**config.mk**
```make
export PLATFORM = sky130hd
export DESIGN_NAME = mulpipe_top
export DESIGN_NICKNAME = d
export VERILOG_FILES = /design/src/rtl/mulpipe_pkg.sv /design/src/rtl/mulpipe_ctrl.sv /design/src/rtl/mulpipe_dp.sv /design/src/rtl/mulpipe_top.sv
export SDC_FILE = /design/constraint.sdc
export NUM_CORES = 1
export LEC_CHECK = 0
export BUFFER_PORTS_ARGS = -buffer_cell sky130_fd_sc_hd__buf_2
export CORE_MARGIN = 2
export CORE_UTILIZATION = 58
export CTS_CLUSTER_DIAMETER = 50
export DETAILED_ROUTE_END_ITERATION = 10
export GPL_TIMING_DRIVEN = 0
export PLACE_DENSITY = 0.77
export SYNTH_ARGS = -nofsm -noshare
export SYNTH_HDL_FRONTEND = slang
export SYNTH_HIERARCHICAL = 1
export SYNTH_SLANG_ARGS = --single-unit
```
**constraint.sdc**
```tcl
create_clock -name clk -period 1.8 [get_ports clk]
set_clock_uncertainty 0.2 [all_clocks]
set_input_delay 0.18 -clock clk [delete_from_list [all_inputs] [get_ports clk]]
set_output_delay 0.18 -clock clk [all_outputs]
set_load 0.05 [all_outputs]
```
**src/rtl/mulpipe_pkg.sv**
```systemverilog
package mulpipe_pkg;
  parameter int OP_W = 4;
  localparam int PROD_W = 2 * OP_W;
  localparam int CSA_LVLS = OP_W - 1;
  localparam int LAT = CSA_LVLS + OP_W;
  localparam int MAX_PROD = ((1 << OP_W) - 1) * ((1 << OP_W) - 1);

  // Contents of one pipeline register: operands skewed forward plus partial sums.
  typedef struct packed {
    logic [OP_W-1:0]   opA;
    logic [OP_W-1:0]   opB;
    logic [PROD_W-1:0] sumVec;
    logic [PROD_W-1:0] cryVec;
    logic              rippleCry;
  } stage_t;

  // Strobes from control to datapath: load enable for each register level.
  typedef struct packed {
    logic [LAT-1:0] load;
  } ctrl_t;
endpackage

```
**src/rtl/mulpipe_ctrl.sv**
```systemverilog
module mulpipe_ctrl
  import mulpipe_pkg::*;
(
  input  logic  clk,
  input  logic  rst,
  input  logic  inValid,
  output ctrl_t strobes,
  output logic  outValid
);
  logic [LAT-1:0] vldPipe;

  always_ff @(posedge clk) begin
    if (rst) vldPipe <= '0;
    else     vldPipe <= {vldPipe[LAT-2:0], inValid};
  end

  always_comb begin
    strobes.load[0] = inValid & ~rst;
    for (int k = 1; k < LAT; k++) strobes.load[k] = vldPipe[k-1] & ~rst;
  end

  assign outValid = vldPipe[LAT-1];

  // a sampled reset leaves no valid result behind it
  assert_reset_clears_R4: assert property (@(posedge clk) rst |=> !outValid)
    else $error("reset did not clear outValid");
endmodule

```
**src/rtl/mulpipe_dp.sv**
```systemverilog
module mulpipe_dp
  import mulpipe_pkg::*;
(
  input  logic              clk,
  input  logic              rst,
  input  ctrl_t             strobes,
  input  logic [OP_W-1:0]   opA,
  input  logic [OP_W-1:0]   opB,
  output logic [PROD_W-1:0] product
);
  stage_t headStage;

  always_comb begin
    headStage.opA       = opA;
    headStage.opB       = opB;
    headStage.sumVec    = {{(PROD_W-OP_W){1'b0}}, opA & {OP_W{opB[0]}}};
    headStage.cryVec    = '0;
    headStage.rippleCry = 1'b0;
  end

  for (genvar k = 1; k <= LAT; k++) begin : lvl
    stage_t prevStage;
    stage_t nextStage;
    stage_t q;

    if (k == 1) begin : g_first
      assign prevStage = headStage;
    end else begin : g_chain
      assign prevStage = lvl[k-1].q;
    end

    if (k <= CSA_LVLS) begin : g_csa
      // Carry-save level: fold partial-product row k into the pair.
      logic [PROD_W-1:0] ppRow;
      assign ppRow = {{(PROD_W-OP_W){1'b0}}, prevStage.opA & {OP_W{prevStage.opB[k]}}} << k;
      always_comb begin
        nextStage           = prevStage;
        nextStage.sumVec    = prevStage.sumVec ^ prevStage.cryVec ^ ppRow;
        nextStage.cryVec    = ((prevStage.sumVec & prevStage.cryVec) |
                               (prevStage.sumVec & ppRow) |
                               (prevStage.cryVec & ppRow)) << 1;
        nextStage.rippleCry = 1'b0;
      end

      // after row k the carry bits at and below position k are zero
      assert_csa_lowcarry_R1: assert property (@(posedge clk) disable iff (rst)
        $past(strobes.load[k-1]) |-> (q.cryVec[k:0] == '0))
        else $error("carry-save level %0d left a low carry", k);
    end else begin : g_ripple
      // Ripple level: resolve one upper product bit per level.
      localparam int POS = OP_W + (k - 1 - CSA_LVLS);
      logic sBit, cBit, rIn;
      assign sBit = prevStage.sumVec[POS];
      assign cBit = prevStage.cryVec[POS];
      assign rIn  = prevStage.rippleCry;
      always_comb begin
        nextStage                = prevStage;
        nextStage.sumVec[POS]    = sBit ^ cBit ^ rIn;
        nextStage.rippleCry      = (sBit & cBit) | (sBit & rIn) | (cBit & rIn);
      end
    end

    always_ff @(posedge clk) begin
      if (strobes.load[k-1]) q <= nextStage;
    end
  end

  assign product = lvl[LAT].q.sumVec;
endmodule

```
**src/rtl/mulpipe_top.sv**
```systemverilog
module mulpipe_top
  import mulpipe_pkg::*;
(
  input  logic              clk,
  input  logic              rst,
  input  logic              inValid,
  input  logic [OP_W-1:0]   opA,
  input  logic [OP_W-1:0]   opB,
  output logic              outValid,
  output logic [PROD_W-1:0] product
);
  ctrl_t strobes;

  mulpipe_ctrl u_ctrl (
    .clk      (clk),
    .rst      (rst),
    .inValid  (inValid),
    .strobes  (strobes),
    .outValid (outValid)
  );

  mulpipe_dp u_dp (
    .clk     (clk),
    .rst     (rst),
    .strobes (strobes),
    .opA     (opA),
    .opB     (opB),
    .product (product)
  );

  // a delivered product never exceeds the largest operand square
  assert_range_R1: assert property (@(posedge clk) disable iff (rst)
    outValid |-> (product <= PROD_W'(MAX_PROD)))
    else $error("product out of range");

  // a result only appears after the last register level was loaded
  assert_valid_from_load_R2: assert property (@(posedge clk) disable iff (rst)
    outValid |-> $past(strobes.load[LAT-1]))
    else $error("outValid without a final-level load");

  // the product holds when the valid strobe drops
  assert_hold_R6: assert property (@(posedge clk) disable iff (rst)
    $fell(outValid) |-> $stable(product))
    else $error("product changed while idle");
endmodule

```
==> results.sh, run 1 <==
export IMPL_status="completed"
export IMPL_crit_chain="dlygate4sd3_1 > buf_2 > buf_6 > nor2b_2"
export IMPL_htree_levels=3
export IMPL_synth_edf_count=73
export IMPL_io_pins=20
export IMPL_arrival_ps=1440
export IMPL_cap_violations=0
export IMPL_routed_wl_mm=3.70
export IMPL_dieHeight_um=74.0
export IMPL_fin_crit_sh_pct=91.7
export IMPL_worstPathMaxFanout=10
export IMPL_synth_area_per_cell_um2=19.4
export IMPL_rsz0062_at_grt="no"
export IMPL_synth_most_common_cell="edfxtp_1"
export IMPL_dieArea_um2=5480
export IMPL_grt_pass1_wl_mm=5.92
export IMPL_yosys_top_cells_area="edfxtp_1 (77%), fa_1 (5.6%), dfxtp_1 (4.9%)"
export IMPL_area_delta_synth_final_pct=18.4
export IMPL_p_clk_share_pct=39.8
export IMPL_firstDrtPassIters=3
export IMPL_synth_top_family_by_area="adder cells"
export IMPL_period_needed_ps=1650
export IMPL_synth_seq_cells=80
export IMPL_antenna_cells=0
export IMPL_cts_sinks=80
export IMPL_synth_ff_type="edfxtp_1"
export IMPL_grt_max_degree=15
export IMPL_cts_clk_slew_worst_paths_ps=70
export IMPL_synth_top_cell_by_area="edfxtp_1"
export IMPL_maxSlewHeadroom_pct=67.5
export IMPL_vdd_ir_drop_max_mv=0.619
export IMPL_clock_latency_ps=350
export IMPL_share_seq_of_total_power_pct=56.8
export IMPL_portBuffers=19
export IMPL_cts_root_buf="clkbuf_8"
export IMPL_tns_ps=0
export IMPL_synth_compound_area_share_pct=0
export IMPL_final_hold_violation_count=0
export IMPL_placed_area_um2=3020
export IMPL_required_ps=1590
export IMPL_rr_worst_depth=3
export IMPL_p_sw_mw=0.669
export IMPL_final_nets=211
export IMPL_fmax_mhz=606
export IMPL_combPwrFrac_pct=3.4
export IMPL_yosys_area_share_simple_pct=7.08
export IMPL_end_kind="flip-flop"
export IMPL_worstMarginPinSlew_ps=485
export IMPL_synth_warnings=6
export IMPL_numCtsBuffers=9
export IMPL_avgRoutedWirePerCell_um=14.2
export IMPL_start_kind="input pin"
export IMPL_path_class="input pin to flip-flop"
export IMPL_synth_area_mux_share_pct=0
export IMPL_final_cell_area_um2=3370
export IMPL_slowest_delay_ps=530
export IMPL_synth_xor_area_share_pct=0
export IMPL_hold_start="u_dp/lvl[3].q[11]$_DFFE_PP_"
export IMPL_timing_rr_end="u_dp/lvl[2].q[11]$_DFFE_PP_"
export IMPL_ff2ff_setup_slack_ps=270
export IMPL_final_cells=260
export IMPL_syn_inst=147
export IMPL_p_per_area_nw_per_um2=1080
export IMPL_layout_drive_gt1_share_pct=22.8
export IMPL_synth_top_area_share_pct=77.0
export IMPL_hpwl_mm=2.16
export IMPL_drc=0
export IMPL_hp_class="flip-flop to flip-flop"
export IMPL_core_area_um2=4720
export IMPL_grt_antenna_before_repair=0
export IMPL_async_reset_ff_share_pct=0
export IMPL_via_count=1232
export IMPL_grt_usage_pct=16.3
export IMPL_cts_tree="done"
export IMPL_start_util_pct=60.2
export IMPL_yosysSeqAreaShare_pct=82.0
export IMPL_clockBufferDepth=2
export IMPL_r2r_start="u_dp/lvl[1].q[19]$_DFFE_PP_"
export IMPL_slew_viol_final=0
export IMPL_holdPathStages=0
export IMPL_swShare_pct=18.4
export IMPL_drtIter0Drc=82
export IMPL_overflow=0
export IMPL_place_inst=233
export IMPL_hold_path_end="u_dp/lvl[4].q[11]$_DFFE_PP_"
export IMPL_die_x_um=74.0
export IMPL_synth_adder_area_share_pct=7.39
export IMPL_rows=25
export IMPL_slowest_stage="dlygate4sd3_1"
export IMPL_final_antenna_net_count=0
export IMPL_power_internal_mw=2.97
export IMPL_setup_viol=0
export IMPL_place_congestion=0.703
export IMPL_viasPerCell=4.74
export IMPL_synth_nets=170
export IMPL_netlist_area_um2=2850
export IMPL_synthDistinctLibCells=11
export IMPL_leakage_nw=1.30
export IMPL_grt_pass1_vias=1323
export IMPL_synthTopCellsByCount="edfxtp_1 (73), inv_1 (24), and2_1 (10), nor2b_2 (10), fa_1 (8)"
## what timing repair did
item | 4_1_cts | 5_1_grt
hold buffers | 11 | 0
resized for setup | 0 | 2
hold endpoints to repair | 11 | 0
setup buffers | 0 | 0
setup endpoints to repair | 0 | 28
## cells in the final DEF (no fill, tap or decap)
cell            n
and2_1         10
and2b_1         3
buf_2          19
buf_6           1
bufinv_16       2
clkbuf_1        2
clkbuf_8       11
clkinv_2        1
dfxtp_1         7
dlygate4sd3_1  11
edfxtp_1       73
fa_1            8
ha_1            4
inv_1          24
nand2_1         6
nor2b_1         1
nor2b_2         8
nor2b_4         2
## per-stage QoR
stage	worst slack (ps)	power (mW)	utilization [%]	hold WS, ps
global route	83.3	3.74	71.3	233
CTS	37.9	3.65	71.1	221
finish	149	3.63	71.3	219
detailed placement	222	2.20	64.0	161
global placement	234	2.19	64.0	157
floorplan	434	2.16	-	51.6
## critical path: cells and delay by family
kind,cells,cell delay [ps]
buffers and inverters,3,840
and+or+nand+nor,1,410
## worst max path at each step
stage	from	endpoint	slack (ps)	cells after the start
after global routing	rst	u_dp/lvl[3].q[5]$_DFFE_PP_	80	4
after detailed placement	rst	u_dp/lvl[1].q[24]$_DFFE_PP_	220	3
after global placement	rst	u_dp/lvl[2].q[14]$_DFFE_PP_	230	3
after floorplan	u_dp/lvl[1].q[19]$_DFFE_PP_	u_dp/lvl[2].q[12]$_DFFE_PP_	430	3
after CTS	rst	u_dp/lvl[1].q[12]$_DFFE_PP_	40	4
final	rst	u_dp/lvl[3].q[13]$_DFFE_PP_	150	4
## final cells by class
cell class	instances	area [um^2]
flip-flops and latches	80	2330
fillers	290	1360
multi-input cells	42	422
repair buffers	30	205
clock buffers	13	159
inverters	24	90.1
well taps	67	83.8
clock inverters	3	65.1
plain buffers	1	11.3
## per-layer routing
layer	track usage [%]	routed length (um)	up-vias
met5	0	0	-
met3	5.56	136	11
met2	30.5	2180	30
li1	-	-	582
met4	13.3	153	0
met1	13.4	1230	609
## power by group through the flow
stage | clock network, mW | registers (mW) | logic (mW)
floorplan | 0 | 2.10 | 0.0610
global placement | 0 | 2.10 | 0.0843
detailed placement | 0 | 2.11 | 0.0914
CTS | 1.47 | 2.06 | 0.112
global route | 1.54 | 2.07 | 0.139
finish | 1.45 | 2.07 | 0.123
## sequential cells by signal, summed over array words and instances, names as in the netlist
| signal | flops |
|---|---|
| u_ctrl/vldPipe | 7 |
| u_dp/lvl.g_ripple.rIn | 3 |
| u_dp/lvl.q | 62 |
| u_dp/product | 8 |
## logic make-up (layout without fill, tap and decap cells)
group,after synthesis,in the layout
AND/OR/NAND/NOR,30,30
adder cells (fa/ha/maj),12,12
flip-flops,80,80
buffers and inverters,25,71
Power figures use the tool's default switching activity.
==> run 2: changes to the inputs <==
- CORE_UTILIZATION: 58 -> 61
- CTS_BUF_LIST: unset -> sky130_fd_sc_hd__clkbuf_4
- PLACE_DENSITY: 0.77 -> 0.8
==> run 2 against run 1 <==
  * Sequential power barely moved
  * Sequential share of layout area rose by 3.4 points
  * Non-clock buffer count did not move
  * Register-to-register slack improved by 40 ps
  * Die area fell by 4.7%
  * Utilization rose by 1.4 points
  * Total power fell by 18%
  * Critical path type unchanged
  * Largest power group unchanged
  * Sequential cell count did not move
  * Setup slack got worse by 56 ps
==> results.sh, run 2 (synthesis results as in run 1) <==
export IMPL_status="completed"
export IMPL_antenna_cells=0
export IMPL_path_class="input pin to flip-flop"
export IMPL_final_antenna_net_count=0
export IMPL_numCtsBuffers=9
export IMPL_core_area_um2=4410
export IMPL_worstMarginPinSlew_ps=630
export IMPL_start_util_pct=64.5
export IMPL_end_kind="flip-flop"
export IMPL_portBuffers=19
export IMPL_grt_pass1_wl_mm=5.64
export IMPL_grt_usage_pct=15.9
export IMPL_layout_drive_gt1_share_pct=22.4
export IMPL_start_kind="input pin"
export IMPL_hp_class="flip-flop to flip-flop"
export IMPL_tns_ps=0
export IMPL_avgRoutedWirePerCell_um=14.1
export IMPL_clock_latency_ps=410
export IMPL_layout_common_cells="edfxtp_1 (73), inv_1 (24), buf_2 (19), dlygate4sd3_1 (11)"
export IMPL_overflow=0
export IMPL_final_nets=211
export IMPL_maxSlewHeadroom_pct=57.8
export IMPL_fin_util_pct=72.7
export IMPL_cts_tree="done"
export IMPL_fin_crit_sh_pct=94.8
export IMPL_rows=24
export IMPL_regMostFlops="u_dp/lvl.q"
export IMPL_area_delta_synth_final_pct=12.8
export IMPL_grt_antenna_before_repair=0
export IMPL_largest_registers="u_dp/lvl.q (62), u_dp/product (8), u_ctrl/vldPipe (7)"
export IMPL_vdd_ir_drop_max_mv=0.578
export IMPL_cap_violations=0
export IMPL_place_congestion=0.721
export IMPL_hpwl_mm=2.20
export IMPL_worstPathMaxFanout=14
export IMPL_period_needed_ps=1710
export IMPL_cts_sinks=80
export IMPL_cts_clk_slew_worst_paths_ps=100
export IMPL_die_x_um=72.3
export IMPL_leakage_nw=1.24
export IMPL_viasPerCell=4.90
export IMPL_io_pins=20
export IMPL_final_hold_violation_count=0
export IMPL_rsz0062_at_grt="no"
export IMPL_via_count=1196
export IMPL_cts_root_buf="clkbuf_4"
export IMPL_postCtsHoldBufs=11
export IMPL_largest_reg_flops=62
export IMPL_required_ps=1640
export IMPL_postCtsSetupBuffers=0
export IMPL_firstDrtPassIters=4
export IMPL_grt_max_degree=15
export IMPL_fmax_mhz=586
export IMPL_htree_levels=3
export IMPL_p_per_area_nw_per_um2=929
export IMPL_dieHeight_um=72.3
export IMPL_arrival_ps=1550
export IMPL_dieArea_um2=5230
export IMPL_drtIter0Drc=44
export IMPL_cts_resized=0
export IMPL_clockBufferDepth=2
export IMPL_grt_pass1_vias=1306
export IMPL_drc=0
export IMPL_setup_viol=0
export IMPL_final_common_cell="edfxtp_1"
export IMPL_slew_viol_final=0
export IMPL_routed_wl_mm=3.44
[run 2: cell count changes in the layout (fill, tap and decap cells not counted), sizes merged]
cell | previous run | this run
clkbuf | 13 | 9
bufinv | 2 | 0
clkinv | 1 | 6
[run 2: stage by stage]
| step | worst slack, ps | instance area (um^2) | hold slack, ps | power (mW) | cells |
|---|---|---|---|---|---|
| final | 92.7 | 3210 | 229 | 2.98 | 244 |
| after global routing | 1.99 | 3210 | 236 | 3.10 | 244 |
| after CTS | 93.7 | 3210 | 225 | 3.00 | 244 |
| after detailed placement | 216 | 3010 | 159 | 2.20 | 218 |
| after global placement | 236 | 3010 | 156 | 2.19 | 218 |
| after floorplan | 434 | 2850 | 51.6 | 2.16 | 147 |
[run 2: final timing paths]
kind	start	end	slack, ps	depth (start not counted)
max	rst	u_dp/lvl[1].q[11]$_DFFE_PP_	90	4
min	u_dp/lvl[3].q[10]$_DFFE_PP_	u_dp/lvl[4].q[10]$_DFFE_PP_	230	0
max reg2reg	u_dp/lvl[2].q[20]$_DFFE_PP_	u_dp/lvl[3].q[12]$_DFFE_PP_	310	3
min reg2reg	u_dp/lvl[3].q[10]$_DFFE_PP_	u_dp/lvl[4].q[10]$_DFFE_PP_	230	0
[run 2: critical path, stage by stage]
cell           delay, ps
dlygate4sd3_1        540
buf_2                160
buf_6                150
nor2b_2              520
[run 2: report_power, final]
part	switching, mW	total [mW]	internal (mW)
Clock	0.550	0.808	0.259
Combinational	0.0581	0.110	0.0520
Sequential	0.0125	2.07	2.05
Total	0.620	2.98	2.36
[run 2: area by class of cell]
class                   count  area (um^2)
multi-input cells          42          412
well taps                  52         65.1
inverters                  24         90.1
plain buffers               1         11.3
repair buffers             30          205
clock inverters             6         27.5
flip-flops and latches     80         2330
fillers                   258         1200
clock buffers               9         67.6
[run 2: routing by layer]
| metal | vias up | global-route usage (%) | share of wire (%) |
|---|---|---|---|
| li1 | 583 | - | - |
| met1 | 574 | 14.0 | 35 |
| met2 | 30 | 28.1 | 57 |
| met3 | 9 | 6.81 | 4.1 |
| met4 | 0 | 11.3 | 3.2 |
| met5 | - | 0 | 0 |
==> run 3: changes to the inputs <==
- ABC_AREA: unset -> 1
- CAP_MARGIN: unset -> 15
- CORE_UTILIZATION: 61 -> 58
- CTS_BUF_LIST: sky130_fd_sc_hd__clkbuf_4 -> sky130_fd_sc_hd__clkbuf_4 sky130_fd_sc_hd__clkbuf_8 sky130_fd_sc_hd__clkbuf_16
- PLACE_DENSITY: 0.8 -> 0.77
==> run 3 against run 2 <==
  * Global-route usage decreased by 0.60 points
  * Non-clock buffer count increased by 2
  * Clock power increased by 51%
  * Combinational power increased by 15%
  * Largest cell class unchanged
  * Highest routed layer unchanged
==> results.sh, run 3 <==
export IMPL_final_nets=230
export IMPL_cts_sinks=80
export IMPL_p_per_area_nw_per_um2=1040
export IMPL_slowest_delay_ps=590
export IMPL_clock_latency_ps=330
export IMPL_cts_tree="done"
export IMPL_worstPathMaxFanout=10
export IMPL_layout_common_cells="edfxtp_1 (73), inv_1 (41), buf_2 (19), nand2_1 (16)"
export IMPL_cp_top_family="simple AND/OR/NAND/NOR gates"
export IMPL_dieHeight_um=73.7
export IMPL_cts_root_buf="clkbuf_8"
export IMPL_antenna_cells=0
export IMPL_setup_ws_ps=272
export IMPL_grt_antenna_before_repair=0
export IMPL_numCtsBuffers=9
export IMPL_start_util_pct=60.1
export IMPL_tns_ps=0
export IMPL_avgRoutedWirePerCell_um=13.1
export IMPL_synth_warnings=6
export IMPL_synth_edf_count=73
export IMPL_grt_max_degree=15
export IMPL_cts_clk_slew_worst_paths_ps=70
export IMPL_arrival_ps=1290
export IMPL_grt_pass1_vias=1330
export IMPL_synth_area_per_cell_um2=17.2
export IMPL_final_cells=266
export IMPL_synthDistinctLibCells=8
export IMPL_rsz0062_at_grt="no"
export IMPL_final_cell_area_um2=3300
export IMPL_end_kind="flip-flop"
export IMPL_period_needed_ps=1530
export IMPL_hpwl_mm=2.15
export IMPL_synth_nets=187
export IMPL_drc=0
export IMPL_placed_area_um2=2980
export IMPL_final_antenna_net_count=0
export IMPL_htree_levels=3
export IMPL_n_fill_cell=299
export IMPL_synth_adder_area_share_pct=7.45
export IMPL_place_inst=237
export IMPL_async_reset_ff_share_pct=0
export IMPL_regArea_um2=2330
export IMPL_hp_class="input pin to flip-flop"
export IMPL_cap_violations=0
export IMPL_synth_compound_area_share_pct=0
export IMPL_status="completed"
export IMPL_final_common_cell="edfxtp_1"
export IMPL_worstMarginPinSlew_ps=1050
export IMPL_synthTopCellsByCount="edfxtp_1 (73), inv_1 (41), nand2_1 (16)"
export IMPL_slew_viol_final=0
export IMPL_fmax_mhz=654
export IMPL_firstDrtPassIters=4
export IMPL_dieArea_um2=5440
export IMPL_final_hold_violation_count=0
export IMPL_place_ws_ps=-51.7
export IMPL_met3_usage_pct=5.90
export IMPL_routed_wl_mm=3.48
export IMPL_portBuffers=19
export IMPL_place_congestion=0.717
export IMPL_start_kind="flip-flop"
export IMPL_met2_usage_pct=27.5
export IMPL_slowest_stage="nor2_1"
export IMPL_fin_util_pct=70.4
export IMPL_synth_most_common_cell="edfxtp_1"
export IMPL_netlist_area_um2=2820
export IMPL_io_pins=20
export IMPL_leakage_nw=1.35
export IMPL_yosys_top_cells_area="edfxtp_1 (78%), fa_1 (5.7%), inv_1 (5.5%)"
export IMPL_rows=25
export IMPL_synth_area_mux_share_pct=0
export IMPL_synth_top_area_share_pct=77.7
export IMPL_viasPerCell=4.79
export IMPL_fin_crit_sh_pct=84.9
export IMPL_worst_path_buf_inv=1
export IMPL_synth_xor_area_share_pct=0
export IMPL_crit_chain="inv_1 > nor2_1"
export IMPL_whs_ps=177
export IMPL_synth_ff_type="edfxtp_1"
export IMPL_setup_viol=0
export IMPL_drtIter0Drc=63
export IMPL_grt_pass1_wl_mm=5.70
export IMPL_syn_inst=164
export IMPL_vdd_ir_drop_max_mv=0.812
export IMPL_die_x_um=73.7
export IMPL_largest_reg_flops=62
export IMPL_grt_usage_pct=15.3
export IMPL_synth_top_family_by_area="adder cells"
export IMPL_synth_top_cell_by_area="edfxtp_1"
export IMPL_multi_input_comb_area_um2=325
export IMPL_yosysSeqAreaShare_pct=82.7
export IMPL_power_mw=3.43
export IMPL_core_area_um2=4690
export IMPL_top_usage_layer="met2"
export IMPL_yosys_area_share_simple_pct=3.99
export IMPL_required_ps=1560
export IMPL_globalRouteMet1Util_pct=14.3
export IMPL_area_delta_synth_final_pct=17.1
export IMPL_maxSlewHeadroom_pct=30.0
export IMPL_layout_drive_gt1_share_pct=16.5
export IMPL_regMostFlops="u_dp/lvl.q"
export IMPL_via_count=1274
export IMPL_largest_registers="u_dp/lvl.q (62), u_dp/product (8), u_ctrl/vldPipe (7)"
export IMPL_clockBufferDepth=2
export IMPL_overflow=0
export IMPL_synth_seq_cells=80
export IMPL_path_class="flip-flop to flip-flop"
-- run 3: cells by family after synthesis --
group / count (synthesis)
simple gates: 30
buf+inv: 42
flops: 80
fa+ha+maj: 12
-- run 3: cell type report --
class / instances / area share [%]
Tap cell: 54 / 2.05
Inverter: 41 / 4.66
Multi-Input combinational cell: 42 / 9.85
Clock inverter: 5 / 1.44
Timing Repair Buffer: 32 / 6.82
Sequential cell: 80 / 70.6
Buffer: 1 / 0.341
Clock buffer: 11 / 4.21
-- run 3: worst paths after layout --
path / depth (start not counted) / startpoint / endpoint / slack (ps)
min: 2 / rst / u_dp/lvl[5].q[9]$_DFFE_PP_ / 180
max: 2 / u_ctrl/vldPipe[2]$_SDFF_PP0_ / u_dp/lvl[4].q[14]$_DFFE_PP_ / 270
min reg2reg: 0 / u_dp/lvl[4].q[13]$_DFFE_PP_ / u_dp/lvl[5].q[13]$_DFFE_PP_ / 220
max reg2reg: 2 / u_ctrl/vldPipe[2]$_SDFF_PP0_ / u_dp/lvl[4].q[14]$_DFFE_PP_ / 270
-- run 3: worst register-to-register path: cells and delay by family (launching register included) --
kind | cells | cell delay (ps)
simple gates | 1 | 590
buf+inv | 1 | 40
flops | 1 | 320
-- run 3: power breakdown --
part	internal, mW	leakage, nW	switching [mW]
logic	0.0526	0.531	0.0736
clock network	0.658	0.0990	0.557
registers	2.07	0.718	0.0160
total	2.78	1.35	0.647
-- run 3: repair_timing --
item	4_1_cts	5_1_grt
gates resized for setup	0	1
hold buffers	13	0
endpoints found under the hold margin	15	0
setup endpoints to repair	0	14
buffers inserted	0	0
-- run 3: layer usage --
layer | routed length (um) | part of all wire, %
met1 | 1240 | 36
met2 | 2010 | 58
met3 | 134 | 3.9
met4 | 91 | 2.6
met5 | 0 | 0
